==> config.mk <==
export PLATFORM = sky130hd
export DESIGN_NAME = dmv_cache
export DESIGN_NICKNAME = d
export VERILOG_FILES = /design/src/rtl/dmv_pkg.sv /design/src/rtl/dmv_line_array.sv /design/src/rtl/dmv_victim_store.sv /design/src/rtl/dmv_cache.sv
export SDC_FILE = /design/constraint.sdc
export NUM_CORES = 2
export LEC_CHECK = 0
export BUFFER_PORTS_ARGS = -buffer_cell sky130_fd_sc_hd__buf_4
export CAP_MARGIN = 25
export CORE_MARGIN = 2
export CORE_UTILIZATION = 40
export DETAILED_ROUTE_END_ITERATION = 10
export HOLD_SLACK_MARGIN = 0.15
export PLACE_DENSITY = 0.62
export SYNTH_ARGS = -nofsm -noshare
export SYNTH_HDL_FRONTEND = slang
export SYNTH_SLANG_ARGS = --single-unit
==> constraint.sdc <==
create_clock -name clk -period 7.25 [get_ports clk]
set_clock_uncertainty 0.1 [all_clocks]
set_input_delay 1.0875 -clock clk [delete_from_list [all_inputs] [get_ports clk]]
set_output_delay 1.0875 -clock clk [all_outputs]
set_load 0.02 [all_outputs]
==> src/rtl/dmv_pkg.sv <==
package dmv_pkg;

  typedef enum logic [2:0] {
    ST_IDLE,
    ST_LOOKUP,
    ST_WBACK,
    ST_FILL,
    ST_DONE
  } dmv_state_e;

endpackage

==> src/rtl/dmv_line_array.sv <==
module dmv_line_array #(
  parameter int IDX_W  = 3,
  parameter int TAG_W  = 5,
  parameter int LINE_W = 64
) (
  input  logic              clk,
  input  logic              rst_n,
  input  logic [IDX_W-1:0]  rd_idx,
  output logic              rd_valid,
  output logic              rd_dirty,
  output logic [TAG_W-1:0]  rd_tag,
  output logic [LINE_W-1:0] rd_line,
  input  logic              wr_en,
  input  logic [IDX_W-1:0]  wr_idx,
  input  logic              wr_valid,
  input  logic              wr_dirty,
  input  logic [TAG_W-1:0]  wr_tag,
  input  logic [LINE_W-1:0] wr_line
);

  localparam int NLINES = 1 << IDX_W;

  logic [NLINES-1:0] valid_q;
  logic [NLINES-1:0] dirty_q;
  logic [TAG_W-1:0]  tag_q  [NLINES];
  logic [LINE_W-1:0] line_q [NLINES];

  // state bits: cleared by reset
  always_ff @(posedge clk) begin
    if (!rst_n) begin
      valid_q <= '0;
      dirty_q <= '0;
    end else if (wr_en) begin
      valid_q[wr_idx] <= wr_valid;
      dirty_q[wr_idx] <= wr_dirty;
    end
  end

  // payload: no reset needed, guarded by valid
  always_ff @(posedge clk) begin
    if (wr_en) begin
      tag_q[wr_idx]  <= wr_tag;
      line_q[wr_idx] <= wr_line;
    end
  end

  assign rd_valid = valid_q[rd_idx];
  assign rd_dirty = dirty_q[rd_idx];
  assign rd_tag   = tag_q[rd_idx];
  assign rd_line  = line_q[rd_idx];

  // a line can only be dirty while it is valid
  a_r4_dirty_needs_valid: assert property (@(posedge clk) disable iff (!rst_n)
    ((dirty_q & ~valid_q) == '0));

endmodule

==> src/rtl/dmv_victim_store.sv <==
module dmv_victim_store #(
  parameter int N      = 4,
  parameter int BLK_W  = 8,
  parameter int LINE_W = 64
) (
  input  logic                 clk,
  input  logic                 rst_n,
  input  logic [BLK_W-1:0]     lk_blk,
  output logic                 hit,
  output logic [$clog2(N)-1:0] hit_slot,
  output logic                 hit_dirty,
  output logic [LINE_W-1:0]    hit_line,
  output logic                 full,
  output logic [$clog2(N)-1:0] ins_slot,
  output logic                 ins_valid,
  output logic                 ins_dirty,
  output logic [BLK_W-1:0]     ins_blk,
  output logic [LINE_W-1:0]    ins_line,
  input  logic                 wr_en,
  input  logic [$clog2(N)-1:0] wr_slot,
  input  logic                 wr_valid,
  input  logic                 wr_dirty,
  input  logic [BLK_W-1:0]     wr_blk,
  input  logic [LINE_W-1:0]    wr_line,
  input  logic                 adv_ptr
);

  localparam int SLOT_W = $clog2(N);

  logic [N-1:0]      valid_q;
  logic [N-1:0]      dirty_q;
  logic [BLK_W-1:0]  blk_q  [N];
  logic [LINE_W-1:0] line_q [N];
  logic [SLOT_W-1:0] ptr_q;
  logic [N-1:0]      hit_vec;
  logic [SLOT_W-1:0] free_slot;

  // parallel compare against the full block number
  for (genvar g = 0; g < N; g++) begin : g_cmp
    assign hit_vec[g] = valid_q[g] && (blk_q[g] == lk_blk);
  end

  always_comb begin
    hit_slot = '0;
    for (int i = 0; i < N; i++) begin
      if (hit_vec[i]) hit_slot = SLOT_W'(i);
    end
  end

  // lowest-numbered free slot wins
  always_comb begin
    free_slot = '0;
    for (int i = N - 1; i >= 0; i--) begin
      if (!valid_q[i]) free_slot = SLOT_W'(i);
    end
  end

  assign hit       = |hit_vec;
  assign hit_dirty = dirty_q[hit_slot];
  assign hit_line  = line_q[hit_slot];
  assign full      = &valid_q;
  assign ins_slot  = full ? ptr_q : free_slot;
  assign ins_valid = valid_q[ins_slot];
  assign ins_dirty = dirty_q[ins_slot];
  assign ins_blk   = blk_q[ins_slot];
  assign ins_line  = line_q[ins_slot];

  always_ff @(posedge clk) begin
    if (!rst_n) begin
      valid_q <= '0;
      dirty_q <= '0;
      ptr_q   <= '0;
    end else begin
      if (wr_en) begin
        valid_q[wr_slot] <= wr_valid;
        dirty_q[wr_slot] <= wr_dirty;
      end
      if (adv_ptr) begin
        ptr_q <= (ptr_q == SLOT_W'(N - 1)) ? '0 : ptr_q + 1'b1;
      end
    end
  end

  always_ff @(posedge clk) begin
    if (wr_en) begin
      blk_q[wr_slot]  <= wr_blk;
      line_q[wr_slot] <= wr_line;
    end
  end

  // a block is never held in two victim slots at once
  a_r7_unique_block: assert property (@(posedge clk) disable iff (!rst_n)
    $onehot0(hit_vec));

  // pointer advances only when replacing into a full store
  a_r9_adv_when_full: assert property (@(posedge clk) disable iff (!rst_n)
    adv_ptr |-> full);

endmodule

==> src/rtl/dmv_cache.sv <==
module dmv_cache
  import dmv_pkg::*;
#(
  parameter int ADDR_W = 10,
  parameter int WORD_W = 16,
  parameter int OFF_W  = 2,
  parameter int IDX_W  = 3,
  parameter int VICT_N = 4
) (
  input  logic              clk,
  input  logic              rst_n,
  input  logic              req_valid,
  output logic              req_ready,
  input  logic              req_we,
  input  logic [ADDR_W-1:0] req_addr,
  input  logic [WORD_W-1:0] req_wdata,
  output logic              rsp_valid,
  output logic [WORD_W-1:0] rsp_rdata,
  output logic              stall,
  output logic              mem_req_valid,
  input  logic              mem_ready,
  output logic              mem_we,
  output logic [ADDR_W-1:0] mem_addr,
  output logic [WORD_W-1:0] mem_wdata,
  input  logic [WORD_W-1:0] mem_rdata
);

  localparam int BLK_W  = ADDR_W - OFF_W;
  localparam int TAG_W  = BLK_W - IDX_W;
  localparam int WPL    = 1 << OFF_W;
  localparam int LINE_W = WORD_W * WPL;
  localparam int SLOT_W = $clog2(VICT_N);

  function automatic logic [WORD_W-1:0] word_of(input logic [LINE_W-1:0] l,
                                                input logic [OFF_W-1:0]  o);
    return l[o*WORD_W +: WORD_W];
  endfunction

  function automatic logic [LINE_W-1:0] merge_word(input logic [LINE_W-1:0] l,
                                                   input logic [OFF_W-1:0]  o,
                                                   input logic [WORD_W-1:0] w);
    logic [LINE_W-1:0] t;
    t = l;
    t[o*WORD_W +: WORD_W] = w;
    return t;
  endfunction

  dmv_state_e        state_q;
  logic              r_we;
  logic [ADDR_W-1:0] r_addr;
  logic [WORD_W-1:0] r_wdata;
  logic [OFF_W-1:0]  beat_q;
  logic [LINE_W-1:0] fill_q;
  logic              rsp_valid_q;
  logic [WORD_W-1:0] rsp_data_q;

  // address decode
  logic [OFF_W-1:0] r_off;
  logic [IDX_W-1:0] r_idx;
  logic [TAG_W-1:0] r_tag;
  logic [BLK_W-1:0] r_blk;
  assign r_off = r_addr[OFF_W-1:0];
  assign r_idx = r_addr[OFF_W +: IDX_W];
  assign r_tag = r_addr[ADDR_W-1 -: TAG_W];
  assign r_blk = r_addr[ADDR_W-1:OFF_W];

  // main array ports
  logic              m_valid, m_dirty;
  logic [TAG_W-1:0]  m_tag;
  logic [LINE_W-1:0] m_line;
  logic              a_we, a_valid, a_dirty;
  logic [TAG_W-1:0]  a_tag;
  logic [LINE_W-1:0] a_line;

  dmv_line_array #(
    .IDX_W (IDX_W),
    .TAG_W (TAG_W),
    .LINE_W(LINE_W)
  ) u_array (
    .clk     (clk),
    .rst_n   (rst_n),
    .rd_idx  (r_idx),
    .rd_valid(m_valid),
    .rd_dirty(m_dirty),
    .rd_tag  (m_tag),
    .rd_line (m_line),
    .wr_en   (a_we),
    .wr_idx  (r_idx),
    .wr_valid(a_valid),
    .wr_dirty(a_dirty),
    .wr_tag  (a_tag),
    .wr_line (a_line)
  );

  // victim store ports
  logic              v_hit, v_hit_dirty, v_full;
  logic [SLOT_W-1:0] v_hit_slot, v_ins_slot;
  logic [LINE_W-1:0] v_hit_line, v_ins_line;
  logic              v_ins_valid, v_ins_dirty;
  logic [BLK_W-1:0]  v_ins_blk;
  logic              v_we, v_valid, v_dirty, v_adv;
  logic [SLOT_W-1:0] v_slot;
  logic [BLK_W-1:0]  v_blk;
  logic [LINE_W-1:0] v_line;

  dmv_victim_store #(
    .N     (VICT_N),
    .BLK_W (BLK_W),
    .LINE_W(LINE_W)
  ) u_victim (
    .clk      (clk),
    .rst_n    (rst_n),
    .lk_blk   (r_blk),
    .hit      (v_hit),
    .hit_slot (v_hit_slot),
    .hit_dirty(v_hit_dirty),
    .hit_line (v_hit_line),
    .full     (v_full),
    .ins_slot (v_ins_slot),
    .ins_valid(v_ins_valid),
    .ins_dirty(v_ins_dirty),
    .ins_blk  (v_ins_blk),
    .ins_line (v_ins_line),
    .wr_en    (v_we),
    .wr_slot  (v_slot),
    .wr_valid (v_valid),
    .wr_dirty (v_dirty),
    .wr_blk   (v_blk),
    .wr_line  (v_line),
    .adv_ptr  (v_adv)
  );

  logic main_hit, need_wb, last_beat;
  assign main_hit  = m_valid && (m_tag == r_tag);
  assign need_wb   = m_valid && v_ins_valid && v_ins_dirty;
  assign last_beat = (beat_q == OFF_W'(WPL - 1));

  // structure updates
  always_comb begin
    a_we    = 1'b0;
    a_valid = 1'b1;
    a_dirty = 1'b0;
    a_tag   = r_tag;
    a_line  = m_line;
    v_we    = 1'b0;
    v_slot  = v_ins_slot;
    v_valid = 1'b1;
    v_dirty = m_dirty;
    v_blk   = {m_tag, r_idx};
    v_line  = m_line;
    v_adv   = 1'b0;
    case (state_q)
      ST_LOOKUP: begin
        if (main_hit) begin
          if (r_we) begin
            // write hit stays in the cache
            a_we    = 1'b1;
            a_dirty = 1'b1;
            a_line  = merge_word(m_line, r_off, r_wdata);
          end
        end else if (v_hit) begin
          // swap main line and victim line
          a_we    = 1'b1;
          a_dirty = v_hit_dirty | r_we;
          a_line  = r_we ? merge_word(v_hit_line, r_off, r_wdata) : v_hit_line;
          v_we    = 1'b1;
          v_slot  = v_hit_slot;
          v_valid = m_valid;
        end else if (m_valid && !need_wb) begin
          // displaced line enters the victim store
          v_we  = 1'b1;
          v_adv = v_full;
        end
      end
      ST_WBACK: begin
        if (mem_ready && last_beat) begin
          v_we  = 1'b1;
          v_adv = v_full;
        end
      end
      ST_DONE: begin
        // refilled line installed, write merged
        a_we    = 1'b1;
        a_dirty = r_we;
        a_line  = r_we ? merge_word(fill_q, r_off, r_wdata) : fill_q;
      end
      default: ;
    endcase
  end

  // control sequence
  always_ff @(posedge clk) begin
    if (!rst_n) begin
      state_q     <= ST_IDLE;
      r_we        <= 1'b0;
      r_addr      <= '0;
      r_wdata     <= '0;
      beat_q      <= '0;
      fill_q      <= '0;
      rsp_valid_q <= 1'b0;
      rsp_data_q  <= '0;
    end else begin
      rsp_valid_q <= 1'b0;
      case (state_q)
        ST_IDLE: begin
          if (req_valid) begin
            r_we    <= req_we;
            r_addr  <= req_addr;
            r_wdata <= req_wdata;
            state_q <= ST_LOOKUP;
          end
        end
        ST_LOOKUP: begin
          beat_q <= '0;
          if (main_hit || v_hit) begin
            rsp_valid_q <= 1'b1;
            rsp_data_q  <= r_we ? r_wdata :
                           (main_hit ? word_of(m_line, r_off) : word_of(v_hit_line, r_off));
            state_q     <= ST_IDLE;
          end else if (need_wb) begin
            state_q <= ST_WBACK;
          end else begin
            state_q <= ST_FILL;
          end
        end
        ST_WBACK: begin
          if (mem_ready) begin
            beat_q <= beat_q + 1'b1;
            if (last_beat) state_q <= ST_FILL;
          end
        end
        ST_FILL: begin
          if (mem_ready) begin
            fill_q <= merge_word(fill_q, beat_q, mem_rdata);
            beat_q <= beat_q + 1'b1;
            if (last_beat) state_q <= ST_DONE;
          end
        end
        ST_DONE: begin
          rsp_valid_q <= 1'b1;
          rsp_data_q  <= r_we ? r_wdata : word_of(fill_q, r_off);
          state_q     <= ST_IDLE;
        end
        default: state_q <= ST_IDLE;
      endcase
    end
  end

  assign req_ready     = (state_q == ST_IDLE);
  assign stall         = !req_ready;
  assign rsp_valid     = rsp_valid_q;
  assign rsp_rdata     = rsp_data_q;
  assign mem_req_valid = (state_q == ST_WBACK) || (state_q == ST_FILL);
  assign mem_we        = (state_q == ST_WBACK);
  assign mem_addr      = (state_q == ST_WBACK) ? {v_ins_blk, beat_q} : {r_blk, beat_q};
  assign mem_wdata     = word_of(v_ins_line, beat_q);

  // a main hit leaves memory idle
  a_r3_hit_no_mem: assert property (@(posedge clk) disable iff (!rst_n)
    (state_q == ST_LOOKUP && main_hit) |=> !mem_req_valid);

  // a victim hit leaves memory idle
  a_r8_swap_no_mem: assert property (@(posedge clk) disable iff (!rst_n)
    (state_q == ST_LOOKUP && !main_hit && v_hit) |=> !mem_req_valid);

  // only dirty victims are written back
  a_r9_wb_only_dirty: assert property (@(posedge clk) disable iff (!rst_n)
    mem_we |-> (mem_req_valid && v_ins_valid && v_ins_dirty));

  // a pending memory beat is held stable
  a_r10_mem_hold: assert property (@(posedge clk) disable iff (!rst_n)
    (mem_req_valid && !mem_ready) |=> (mem_req_valid && $stable(mem_addr) && $stable(mem_we)));

  // acceptance raises stall on the next cycle
  a_r10_stall_after_accept: assert property (@(posedge clk) disable iff (!rst_n)
    (req_valid && req_ready) |=> stall);

  // response strobe lasts one cycle
  a_r11_rsp_pulse: assert property (@(posedge clk) disable iff (!rst_n)
    rsp_valid |=> !rsp_valid);

endmodule

==> metrics.yaml <==
critPathCaptureType: "flop"
p_per_area_mw_per_mm2: 241.1
ys_seq_area_share_pct: 61.07
wire_per_inst_um: 30.89
status: "finished, final reports clean"
nets: 3417
yosys.cell_types.count: 92
post-route-period-util_pct: 70.30
drt-total-wl_um: 153100
groute.usage.overall_pct: 25.52
synth_seq_cells: 982
p_leak_nw: 16.24
cts_setup_buffers: 0
yosysTopAreaCell: "edfxtp_1"
post-route-min-period_ps: 5097
power_w: 0.01246
drc: 0
grt_max_degree: 72
synth_nets: 3414
globalRouteOverflowTotal: 0
crit_type: "reg2reg"
rows: 124
core_area_mm2: 0.1142
htreeDepth: 3
arrival_ps: 5390
cts_buffers: 98
rsz0062_at_grt: "false"
cts.repair.resized: 0
synth_area_leaders: "edfxtp_1 55%, mux4_2 8.8%, dfxtp_1 6.2%"
worst-endpoint-required_ps: 7540
clock_latency_ps: 690
hp-start: "u_array.valid_q[4]"
clock-sinks: 982
vdd.ir_drop.worst_v: 0.0001855
synth_area_mm2: 0.04596
multi_input_area_mm2: 0.01678
setup_violations: 0
drive_above_1_share_pct: 19.30
slew_viol_final: 0
clk_pin_slew_ps: 60
portBuffers: 93
r2r_cells: 9
pin_count: 94
viasPerCell: 6.468
avgSynthCellArea_um2: 13.70
syn_inst: 3355
fillers: 10180
fmax_ghz: 0.1962
dieArea_mm2: 0.1176
clock_path_buffers: 3
hold_depth: 1
crit_fanout: 55
worst_hold_path_type: "reg2reg"
syn_to_final_growth_pct: 12.50
dp_hpwl_um: 92890
grt_pass1_wl_um: 218900
cts_tree: "done"
cts_root_buf: "clkbuf_16"
drtIter0Drc: 4324
grt_pass1_vias: 30840
ys_warn_count: 0
synthFlopType: "edfxtp_1"
gp_congestion: 0.9011
postLayoutCellArea_mm2: 0.05170
worst_slew_pin_slew_ps: 1184
initial_core_util_pct: 40.25
yosysMostFrequentCell: "edfxtp_1"
synthTopCellsByCount: "840 x edfxtp_1, 315 x nand2_1, 202 x clkbuf_1"
async_flop_share_pct: 0
vias: 32050
finalHoldViolCount: 0
startpoint_type: "flop"
holdBufCountCts: 0
die_x_um: 343.0
synth_top_area_share_pct: 54.88
antenna_left: 0
slew_headroom_pct: 21.04
place_area_mm2: 0.04840
drv_cap: 0
dr.pass1.iters: 9
ff_latch_area_mm2: 0.02808
grt_antenna_before_repair: 5
synth-edff-count: 840
fp.dieH_um: 343.0
tns_ps: 0
cells in the final DEF, fill, tap and decap left out, types with 15 or more instances in the layout:
master     synthesis  final
a211oi_1          16     16
a21oi_1          185    185
a221oi_1          71     71
a22oi_1          115    115
a32o_1            20     20
and2_1            18     17
and3_1            74     74
buf_4             11    183
clkbuf_1         202     19
clkbuf_16          0    100
clkinv_2           0     23
dfxtp_1          142    136
edfxtp_1         840    840
inv_1             22     22
mux2_2            62     62
mux2i_1          196    196
mux4_2           180    180
nand2_1          315    314
nand3_1          116    115
nand4_1           27     27
nor2_1            74     69
nor4_1            23     22
o21a_1            64     64
o21ai_0          192    192
o221ai_1          34     34
o31ai_1           20     20
or2_1             15     15
or3_1             24     22
xnor2_1           26     25
critical path, stage by stage, from the launching register on:
cell and delay, ps:
dfxtp_4 920, mux2i_1 340, a22oi_1 120, nand2_1 230
xor2_1 540, nand3_4 750, o21ai_1 560, buf_4 350
a22oi_1 210, a22oi_1 640
final cells by class:
class                   instances  share of cell area [%]
flip-flops and latches        982                   54.31
multi-input cells            2057                   32.45
clock buffers                 126                   5.164
well taps                    1512                   3.659
repair buffers                194                   3.088
clock inverters                57                   1.128
inverters                      25                  0.1839
diodes                          2                0.009680
per-stage QoR:
step           hold WS [ps]  util [%]  worst slack, ps  cells
5_1_grt               371.5     45.27             1951   4953
2_1_floorplan         335.4         -            617.3   3355
3_3_place_gp          341.8     42.39             2256   4768
4_1_cts               366.7     45.24             2199   4951
3_5_place_dp          352.4     42.39             2199   4768
6_report              365.9     45.28             2153   4955
cell families after synthesis:
kind of cell    after synthesis  share of synthesized area (%)
fa+ha+maj                    12                         0.3267
buf+inv                     316                          2.943
compound gates              836                          12.57
flops                       982                          61.07
simple gates                736                          7.797
mux                         438                          14.61
xor+xnor                     35                         0.6833
routing by layer:
| metal | routed length, um | share of wire [%] | vias to the layer above | GRT usage (%) |
|---|---|---|---|---|
| met5 | 69 | 0.045 | - | 0 |
| li1 | - | - | 13350 | - |
| met2 | 67920 | 44 | 2039 | 38.42 |
| met4 | 6877 | 4.5 | 10 | 11.24 |
| met1 | 60920 | 40 | 16260 | 34.87 |
| met3 | 17290 | 11 | 389 | 6.627 |
flip-flops by register name, summed over array words and instances (netlist names), named ones only:
register and flops:
r_wdata 16, r_addr 10, u_victim.line_q 256, u_array.valid_q 8, state_q 3, u_victim.ptr_q 2, u_array.dirty_q 8, r_we 1
rsp_valid 1, beat_q 2, fill_q 64, rsp_rdata 16, u_victim.valid_q 4, u_victim.blk_q 32, u_array.line_q 512, u_victim.dirty_q 4
u_array.tag_q 40
final timing paths:
check / endpoint / slack [ps]
worst max-delay path: u_array.line_q[6][40] / 2150
worst min-delay path: u_array.valid_q[4] / 370
worst max register to register: u_array.line_q[6][40] / 2150
worst min register to register: u_array.valid_q[4] / 370
power by group:
| group | leakage (nW) | switching [W] | total [W] | internal, W |
|---|---|---|---|---|
| Combinational | 5.94 | 0.000666 | 0.000946 | 0.000281 |
| Clock | 1.59 | 0.00224 | 0.00520 | 0.00296 |
| Sequential | 8.72 | 0.0000607 | 0.00631 | 0.00625 |
| Total | 16.2 | 0.00296 | 0.0125 | 0.00950 |
Note: power is estimated with default switching activity, not from simulation.
